### src/rtl/coproc_busctl_pkg.sv
package coproc_busctl_pkg;

    typedef enum logic [1:0] {
        ST_RUN     = 2'b00,
        ST_BUSHELD = 2'b01,
        ST_HELDRST = 2'b10,
        ST_PARKED  = 2'b11
    } cp_state_e;

    typedef enum logic [2:0] {
        CMD_NONE    = 3'd0,
        CMD_REQ_ON  = 3'd1,
        CMD_REQ_OFF = 3'd2,
        CMD_RST_ON  = 3'd3,
        CMD_RST_OFF = 3'd4,
        CMD_MODE    = 3'd5
    } cp_cmd_e;

endpackage

### src/rtl/coproc_busctl_decode.sv
module coproc_busctl_decode
    import coproc_busctl_pkg::*;
#(
    parameter int unsigned ADDR_W = 14,
    parameter int unsigned DATA_W = 8,
    parameter logic [ADDR_W-1:0] OFS_MODE = 'h000,
    parameter logic [ADDR_W-1:0] OFS_REQ  = 'h100,
    parameter logic [ADDR_W-1:0] OFS_RST  = 'h200
) (
    input  logic [ADDR_W-1:0] addr,
    input  logic [DATA_W-1:0] wdata,
    input  logic              wr,
    input  logic              rd,
    output cp_cmd_e           cmd,
    output logic              rd_status,
    output logic              bad
);

    logic hit_mode;
    logic hit_req;
    logic hit_rst;
    logic nonzero;

    always_comb begin
        hit_mode = (addr == OFS_MODE);
        hit_req  = (addr == OFS_REQ);
        hit_rst  = (addr == OFS_RST);
        nonzero  = |wdata;
    end

    // Write command: the two controls use opposite data polarity
    always_comb begin
        cmd = CMD_NONE;
        if (wr) begin
            if (hit_req) begin
                cmd = nonzero ? CMD_REQ_ON : CMD_REQ_OFF;
            end else if (hit_rst) begin
                cmd = nonzero ? CMD_RST_OFF : CMD_RST_ON;
            end else if (hit_mode) begin
                cmd = CMD_MODE;
            end
        end
    end

    always_comb begin
        rd_status = rd && hit_req;
        bad       = (wr && !(hit_req || hit_rst || hit_mode))
                 || (rd && !hit_req);
    end

endmodule

### src/rtl/coproc_busctl_fsm.sv
module coproc_busctl_fsm
    import coproc_busctl_pkg::*;
(
    input  logic    clk,
    input  logic    rst_n,
    input  cp_cmd_e cmd,
    output logic    busreq,
    output logic    hold_reset
);

    cp_state_e state_q;
    cp_state_e state_d;

    // State register
    always_ff @(posedge clk) begin
        if (!rst_n) begin
            state_q <= ST_HELDRST;
        end else begin
            state_q <= state_d;
        end
    end

    // Transitions
    always_comb begin
        state_d = state_q;
        unique case (state_q)
            ST_RUN: begin
                case (cmd)
                    CMD_REQ_ON: state_d = ST_BUSHELD;   // T_TAKE
                    CMD_RST_ON: state_d = ST_HELDRST;   // T_HOLD
                    default:    state_d = ST_RUN;
                endcase
            end
            ST_BUSHELD: begin
                case (cmd)
                    CMD_REQ_OFF: state_d = ST_RUN;      // T_GIVE
                    CMD_RST_ON:  state_d = ST_PARKED;   // T_PARK_R
                    default:     state_d = ST_BUSHELD;
                endcase
            end
            ST_HELDRST: begin
                case (cmd)
                    CMD_RST_OFF: state_d = ST_RUN;      // T_RELEASE
                    CMD_REQ_ON:  state_d = ST_PARKED;   // T_PARK_B
                    default:     state_d = ST_HELDRST;
                endcase
            end
            ST_PARKED: begin
                case (cmd)
                    CMD_REQ_OFF: state_d = ST_HELDRST;  // T_UNPARK_B
                    CMD_RST_OFF: state_d = ST_BUSHELD;  // T_UNPARK_R
                    default:     state_d = ST_PARKED;
                endcase
            end
        endcase
    end

    // Outputs
    always_comb begin
        unique case (state_q)
            ST_RUN:     begin busreq = 1'b0; hold_reset = 1'b0; end
            ST_BUSHELD: begin busreq = 1'b1; hold_reset = 1'b0; end
            ST_HELDRST: begin busreq = 1'b0; hold_reset = 1'b1; end
            ST_PARKED:  begin busreq = 1'b1; hold_reset = 1'b1; end
        endcase
    end

    AST_REQ_CMD_KEEPS_RST: assert property (@(posedge clk) disable iff (!rst_n)
        (cmd == CMD_REQ_ON || cmd == CMD_REQ_OFF) |=> $stable(hold_reset));
    AST_RST_CMD_KEEPS_REQ: assert property (@(posedge clk) disable iff (!rst_n)
        (cmd == CMD_RST_ON || cmd == CMD_RST_OFF) |=> $stable(busreq));

endmodule

### src/rtl/coproc_busctl_readback.sv
module coproc_busctl_readback #(
    parameter int unsigned DATA_W = 8
) (
    input  logic              clk,
    input  logic              rst_n,
    input  logic              rd_status,
    input  logic              bad,
    input  logic              busreq,
    input  logic              hold_reset,
    output logic [DATA_W-1:0] rdata,
    output logic              bad_access
);

    always_ff @(posedge clk) begin
        if (!rst_n) begin
            rdata      <= '0;
            bad_access <= 1'b0;
        end else begin
            rdata      <= rd_status ? {{(DATA_W-1){1'b0}}, (busreq & hold_reset)} : '0;
            bad_access <= bad;
        end
    end

    AST_NO_STALE_FLAG: assert property (@(posedge clk) disable iff (!rst_n)
        !bad |=> !bad_access);
    AST_FLAG_ON_BAD: assert property (@(posedge clk) disable iff (!rst_n)
        bad |=> bad_access);

endmodule

### src/rtl/coproc_busctl.sv
module coproc_busctl
    import coproc_busctl_pkg::*;
#(
    parameter int unsigned ADDR_W = 14,
    parameter int unsigned DATA_W = 8,
    parameter logic [ADDR_W-1:0] OFS_MODE = 'h000,
    parameter logic [ADDR_W-1:0] OFS_REQ  = 'h100,
    parameter logic [ADDR_W-1:0] OFS_RST  = 'h200
) (
    input  logic              clk,
    input  logic              rst_n,
    input  logic [ADDR_W-1:0] host_addr,
    input  logic [DATA_W-1:0] host_wdata,
    input  logic              host_wr,
    input  logic              host_rd,
    output logic [DATA_W-1:0] host_rdata,
    output logic              cp_busreq,
    output logic              cp_hold_reset,
    output logic              bad_access
);

    cp_cmd_e cmd;
    logic    rd_status;
    logic    bad;

    coproc_busctl_decode #(
        .ADDR_W  (ADDR_W),
        .DATA_W  (DATA_W),
        .OFS_MODE(OFS_MODE),
        .OFS_REQ (OFS_REQ),
        .OFS_RST (OFS_RST)
    ) u_decode (
        .addr     (host_addr),
        .wdata    (host_wdata),
        .wr       (host_wr),
        .rd       (host_rd),
        .cmd      (cmd),
        .rd_status(rd_status),
        .bad      (bad)
    );

    coproc_busctl_fsm u_fsm (
        .clk       (clk),
        .rst_n     (rst_n),
        .cmd       (cmd),
        .busreq    (cp_busreq),
        .hold_reset(cp_hold_reset)
    );

    coproc_busctl_readback #(
        .DATA_W(DATA_W)
    ) u_readback (
        .clk       (clk),
        .rst_n     (rst_n),
        .rd_status (rd_status),
        .bad       (bad),
        .busreq    (cp_busreq),
        .hold_reset(cp_hold_reset),
        .rdata     (host_rdata),
        .bad_access(bad_access)
    );

    AST_REQ_SET: assert property (@(posedge clk) disable iff (!rst_n)
        (host_wr && host_addr == OFS_REQ && host_wdata != '0) |=> cp_busreq);
    AST_REQ_CLR: assert property (@(posedge clk) disable iff (!rst_n)
        (host_wr && host_addr == OFS_REQ && host_wdata == '0) |=> !cp_busreq);
    AST_RST_HOLD: assert property (@(posedge clk) disable iff (!rst_n)
        (host_wr && host_addr == OFS_RST && host_wdata == '0) |=> cp_hold_reset);
    AST_RST_FREE: assert property (@(posedge clk) disable iff (!rst_n)
        (host_wr && host_addr == OFS_RST && host_wdata != '0) |=> !cp_hold_reset);
    AST_STATUS_READ: assert property (@(posedge clk) disable iff (!rst_n)
        (host_rd && host_addr == OFS_REQ) |=>
            host_rdata == {{(DATA_W-1){1'b0}}, $past(cp_busreq && cp_hold_reset)});
    AST_OTHER_WRITES_INERT: assert property (@(posedge clk) disable iff (!rst_n)
        !(host_wr && (host_addr == OFS_REQ || host_addr == OFS_RST)) |=>
            $stable(cp_busreq) && $stable(cp_hold_reset));

endmodule

### config.mk
export PLATFORM = sky130hd
export DESIGN_NAME = coproc_busctl
export DESIGN_NICKNAME = d
export VERILOG_FILES = /design/src/rtl/coproc_busctl_pkg.sv /design/src/rtl/coproc_busctl_decode.sv /design/src/rtl/coproc_busctl_fsm.sv /design/src/rtl/coproc_busctl_readback.sv /design/src/rtl/coproc_busctl.sv
export SDC_FILE = /design/constraint.sdc
export NUM_CORES = 1
export LEC_CHECK = 0
export CAP_MARGIN = 20
export CORE_MARGIN = 2
export CORE_UTILIZATION = 30
export CTS_CLUSTER_DIAMETER = 80
export CTS_CLUSTER_SIZE = 20
export DETAILED_ROUTE_END_ITERATION = 12
export GPL_TIMING_DRIVEN = 0
export PLACE_DENSITY = 0.78
export SLEW_MARGIN = 10
export SYNTH_ARGS = -nofsm -noshare
export SYNTH_HDL_FRONTEND = slang
export SYNTH_HIERARCHICAL = 1
export SYNTH_SLANG_ARGS = --single-unit
### constraint.sdc
create_clock -name clk -period 1.85 [get_ports clk]
set_input_delay 0.37 -clock clk [delete_from_list [all_inputs] [get_ports clk]]
set_output_delay 0.37 -clock clk [all_outputs]
set_load 0.005 [all_outputs]
==> summary.md <==
| Metric | Value |
|---|---|
| Run status | completed |
| Area of combinational cells with multiple inputs | 318 sq um |
| Largest clock skew in the final design | 0.00336 ns |
| Critical path class | in -> reg |
| Largest net degree at the start of global routing | 6 |
| Longest Clk Path Bufs | 2 |
| Final period demand of the worst path | around 1.8 ns |
| Count of cell instances traversed by the critical path | 8 |
| Setup slack on the worst flop-to-flop path | between 1 and 1.5 ns |
| Fin. max-slew vios | 0 |
| Biggest fanout along the worst timing path | 4 |
| CP startpoint kind | input pin |
| Start of the worst register-to-register path | u_fsm/state_q[1] |
| Worst-skew pair later-pin latency | between 0.2 and 0.25 ns |
| Via count | 440 |
| Largest vdd supply drop | about 0.17 mV |
| Count of H-tree levels built during CTS | 1 |
| 1st-pass router iterations | 3 |
| CP Buf/Inv Count | 2 |
| Util after Layout | around two thirds |
| Final setup fails | 0 |
| Total routing usage reported by global routing | between 10% and 20% |
| Count of antenna-violating nets left after detailed routing | 0 |
| Synth-to-Final Area Change | 105% |
| Cell class contributing the biggest share of worst-path delay | buffers and inverters |
| Number of diodes added for antenna fixing | 0 |
| Cells along the critical path | clkdlybuf4s50_1, nor4_4, buf_4, and3_4, a211oi_4, o21ai_0, a21o_1, nand2_1 |
| Overall die area | ~1700 sq um |
| Wire length after detailed routing | 1040 um |
| Final GP Congestion | around 0.59 |
| Delay contributed by the slowest stage of the critical path | 0.45 ns |
| Die Wd | just over 40 um |
| Total number of nets in the final design | between 100 and 150 |
| Capturing element type of the critical path | register |
| Count of unresolved DRC violations after routing | 0 |
| Clock Sinks | 4 |
| Crit path required time | ~2.0 ns |
| Via-per-instance ratio | about 4.4 |
| WL per Instance | ~10 um |
| First-pass GRT wire length | ~1500 um |
| Number of synthesized register bits | 4 |
| FP Rows | 13 |
| Final clock period utilization by the worst path | between 90% and 100% |
| Total design power | between 200 and 300 uW |
| DIE HEIGHT | just over 40 um |
| Number of ports placed on the die boundary | 37 |
| Launch point of the worst path | host_wdata[2] |
| Fraction of final layout cells with drive strength greater than 1 | approximately a third |
| Power Density | 352 nW/um^2 |
| TritonCTS clock tree | done |
| Number of antenna violations at the first check in global routing | 0 |
| Filler Cell Count | 115 |
| Highest-delay cell along the critical path | sky130_fd_sc_hd__clkdlybuf4s50_1 |
| Iteration-0 DRC count of the detailed router | 2 |
| Post-synthesis instance area | 414 sq um |
| Number of global-route vias before repair | approximately 400 |
| Worst path arrival time | around 1.9 ns |
| Final Hold Violating Endpoints | 0 |
| Grt total ovfl | 0 |
| Starting density of the core | a little under a third |
| R2R cell count | 3 |
| Cell variety after synth | 26 |
| Per-instance average area after synthesis | 9.63 sq um |
| Area taken by flip-flops and latches | around 80 sq um |
| CTS root buffer | sky130_fd_sc_hd__clkbuf_4 |
| Cell count after synthesis | between 40 and 50 |
| Port Buf Inserts | 29 |
| P_leak | 0.000410 uW |
| Reported max-cap violation count | 0 |
| Number of warning messages in the yosys log | 6 |
| Fraction of the yosys area taken by sequential cells | about a fifth |
| Class of the worst hold path | reg -> reg |
| Highest clock frequency the design can meet | 567 MHz |
| Number of buffers created by CTS | 3 |
| Endpoint of the worst register-to-register path | u_fsm/state_q[1] |
| Area of the core region | 1300 sq um |
| Number of hold-repair buffers added at the cts stage | 0 |
| Worst setup path endpoint | u_fsm/state_q[1] |
| Clock-pin slew of the registers on the worst-case setup and hold paths | around 0.04 ns |
metrics by stage:
stage | hold slack (ns) | area (sq um) | TNS (ns) | std cells | setup slack [ns]
6_report | 0.503 | 848 | 0 | 100 | 0.0858
3_3_place_gp | 0.485 | 746 | -0.475 | 93 | -0.249
2_1_floorplan | 0.432 | 437 | 0 | 49 | 0.315
5_1_grt | 0.553 | 848 | -0.0338 | 100 | -0.0255
3_5_place_dp | 0.489 | 746 | -0.566 | 93 | -0.305
4_1_cts | 0.499 | 778 | 0 | 96 | 0.0415
repair_timing:
item	in CTS	in global routing
pin swaps	0	8
setup buffers	0	4
gates resized for setup	2	13
endpoints found under the setup margin	2	2
hold endpoints to repair	0	0
gates cloned	0	0
cells by family after synthesis:
logic type             count (synthesis)  synth area share, %
flip-flops                             4                 19.3
other                                  1                0.905
buffers and inverters                 10                 15.4
AO/OA/AOI/OAI                          9                 17.2
XOR/XNOR                               1                 2.12
AND/OR/NAND/NOR                       18                 45.0
area by class of cell:
| cell class | instances | share of cell area (%) |
|---|---|---|
| inverter | 1 | 0.442 |
| multi-input combinational | 35 | 37.5 |
| clock buffer | 3 | 2.65 |
| sequential | 4 | 9.44 |
| timing repair buffer | 33 | 40.7 |
| buffer | 9 | 7.08 |
| tap | 15 | 2.21 |
Yosys cell counts, drive strengths merged:
| library cell | number | area [sq um] |
|---|---|---|
| buf | 7 | 52.6 |
| nor2 | 1 | 3.75 |
| nand4 | 2 | 18.8 |
| and4 | 1 | 8.76 |
| o221a | 1 | 11.3 |
| clkbuf | 2 | 7.51 |
| and3 | 1 | 6.26 |
| nor3 | 2 | 10.0 |
| o21bai | 1 | 7.51 |
| nand3 | 1 | 5.00 |
| o21ai | 2 | 10.0 |
| conb | 1 | 3.75 |
| nor4 | 5 | 106 |
| a311oi | 1 | 15.0 |
| nand2 | 2 | 7.51 |
| a21boi | 1 | 7.51 |
| nand2b | 1 | 6.26 |
| and2 | 1 | 7.51 |
| xnor2 | 1 | 8.76 |
| inv | 1 | 3.75 |
| dfxtp | 4 | 80.1 |
| nor2b | 1 | 6.26 |
| a21oi | 1 | 5.00 |
| a211oi | 1 | 7.51 |
| a21o | 1 | 7.51 |
placed cells by master (no fill, tap or decap), types with 2 or more instances in the layout:
master	synthesis	layout
sky130_fd_sc_hd__clkbuf_1	2	2
sky130_fd_sc_hd__o21ai_0	2	2
sky130_fd_sc_hd__dfxtp_1	4	4
sky130_fd_sc_hd__nor4_4	5	5
sky130_fd_sc_hd__dlymetal6s2s_1	0	10
sky130_fd_sc_hd__clkbuf_4	0	3
sky130_fd_sc_hd__conb_1	1	7
sky130_fd_sc_hd__buf_4	7	11
sky130_fd_sc_hd__clkdlybuf4s50_1	0	19
flip-flops by register name, indices dropped and copies added, names as in the netlist:
name and cells:
u_fsm/state_q 2, u_readback/bad_access 1, u_readback/rdata 1
worst register-to-register path: cells and delay by family (launching register included):
kind	cells	cell delay, ns
AO/OA/AOI/OAI	2	0.29
AND/OR/NAND/NOR	1	0.05
flip-flops	1	0.35
routing by layer:
layer / global-route usage [%] / part of all wire [%] / vias up
li1: - / - / 231
met1: 14.2 / 41 / 188
met2: 25.8 / 51 / 19
met3: 0.543 / 6.3 / 2
met4: 9.68 / 1.8 / 0
met5: 0 / 0 / -
power by group:
part           leakage, uW  internal [uW]  switching (uW)
Combinational     0.000364           68.0            36.8
Sequential       0.0000326           88.2           0.268
Clock            0.0000138           72.4            33.1
how the worst min path moves through the flow:
| stage | startpoint | to | slack, ns | depth (start not counted) |
|---|---|---|---|---|
| 6_report | u_fsm/state_q[0] | u_fsm/state_q[0] | 0.50 | 2 |
| 5_1_grt | u_fsm/state_q[0] | u_fsm/state_q[0] | 0.55 | 2 |
| 4_1_cts | u_fsm/state_q[0] | u_fsm/state_q[0] | 0.50 | 2 |
| 3_5_place_dp | u_fsm/state_q[0] | u_fsm/state_q[0] | 0.49 | 2 |
| 3_3_place_gp | u_fsm/state_q[0] | u_fsm/state_q[0] | 0.48 | 2 |
| 2_1_floorplan | rst_n | u_fsm/state_q[1] | 0.43 | 1 |
Note: power is estimated with default switching activity, not from simulation.
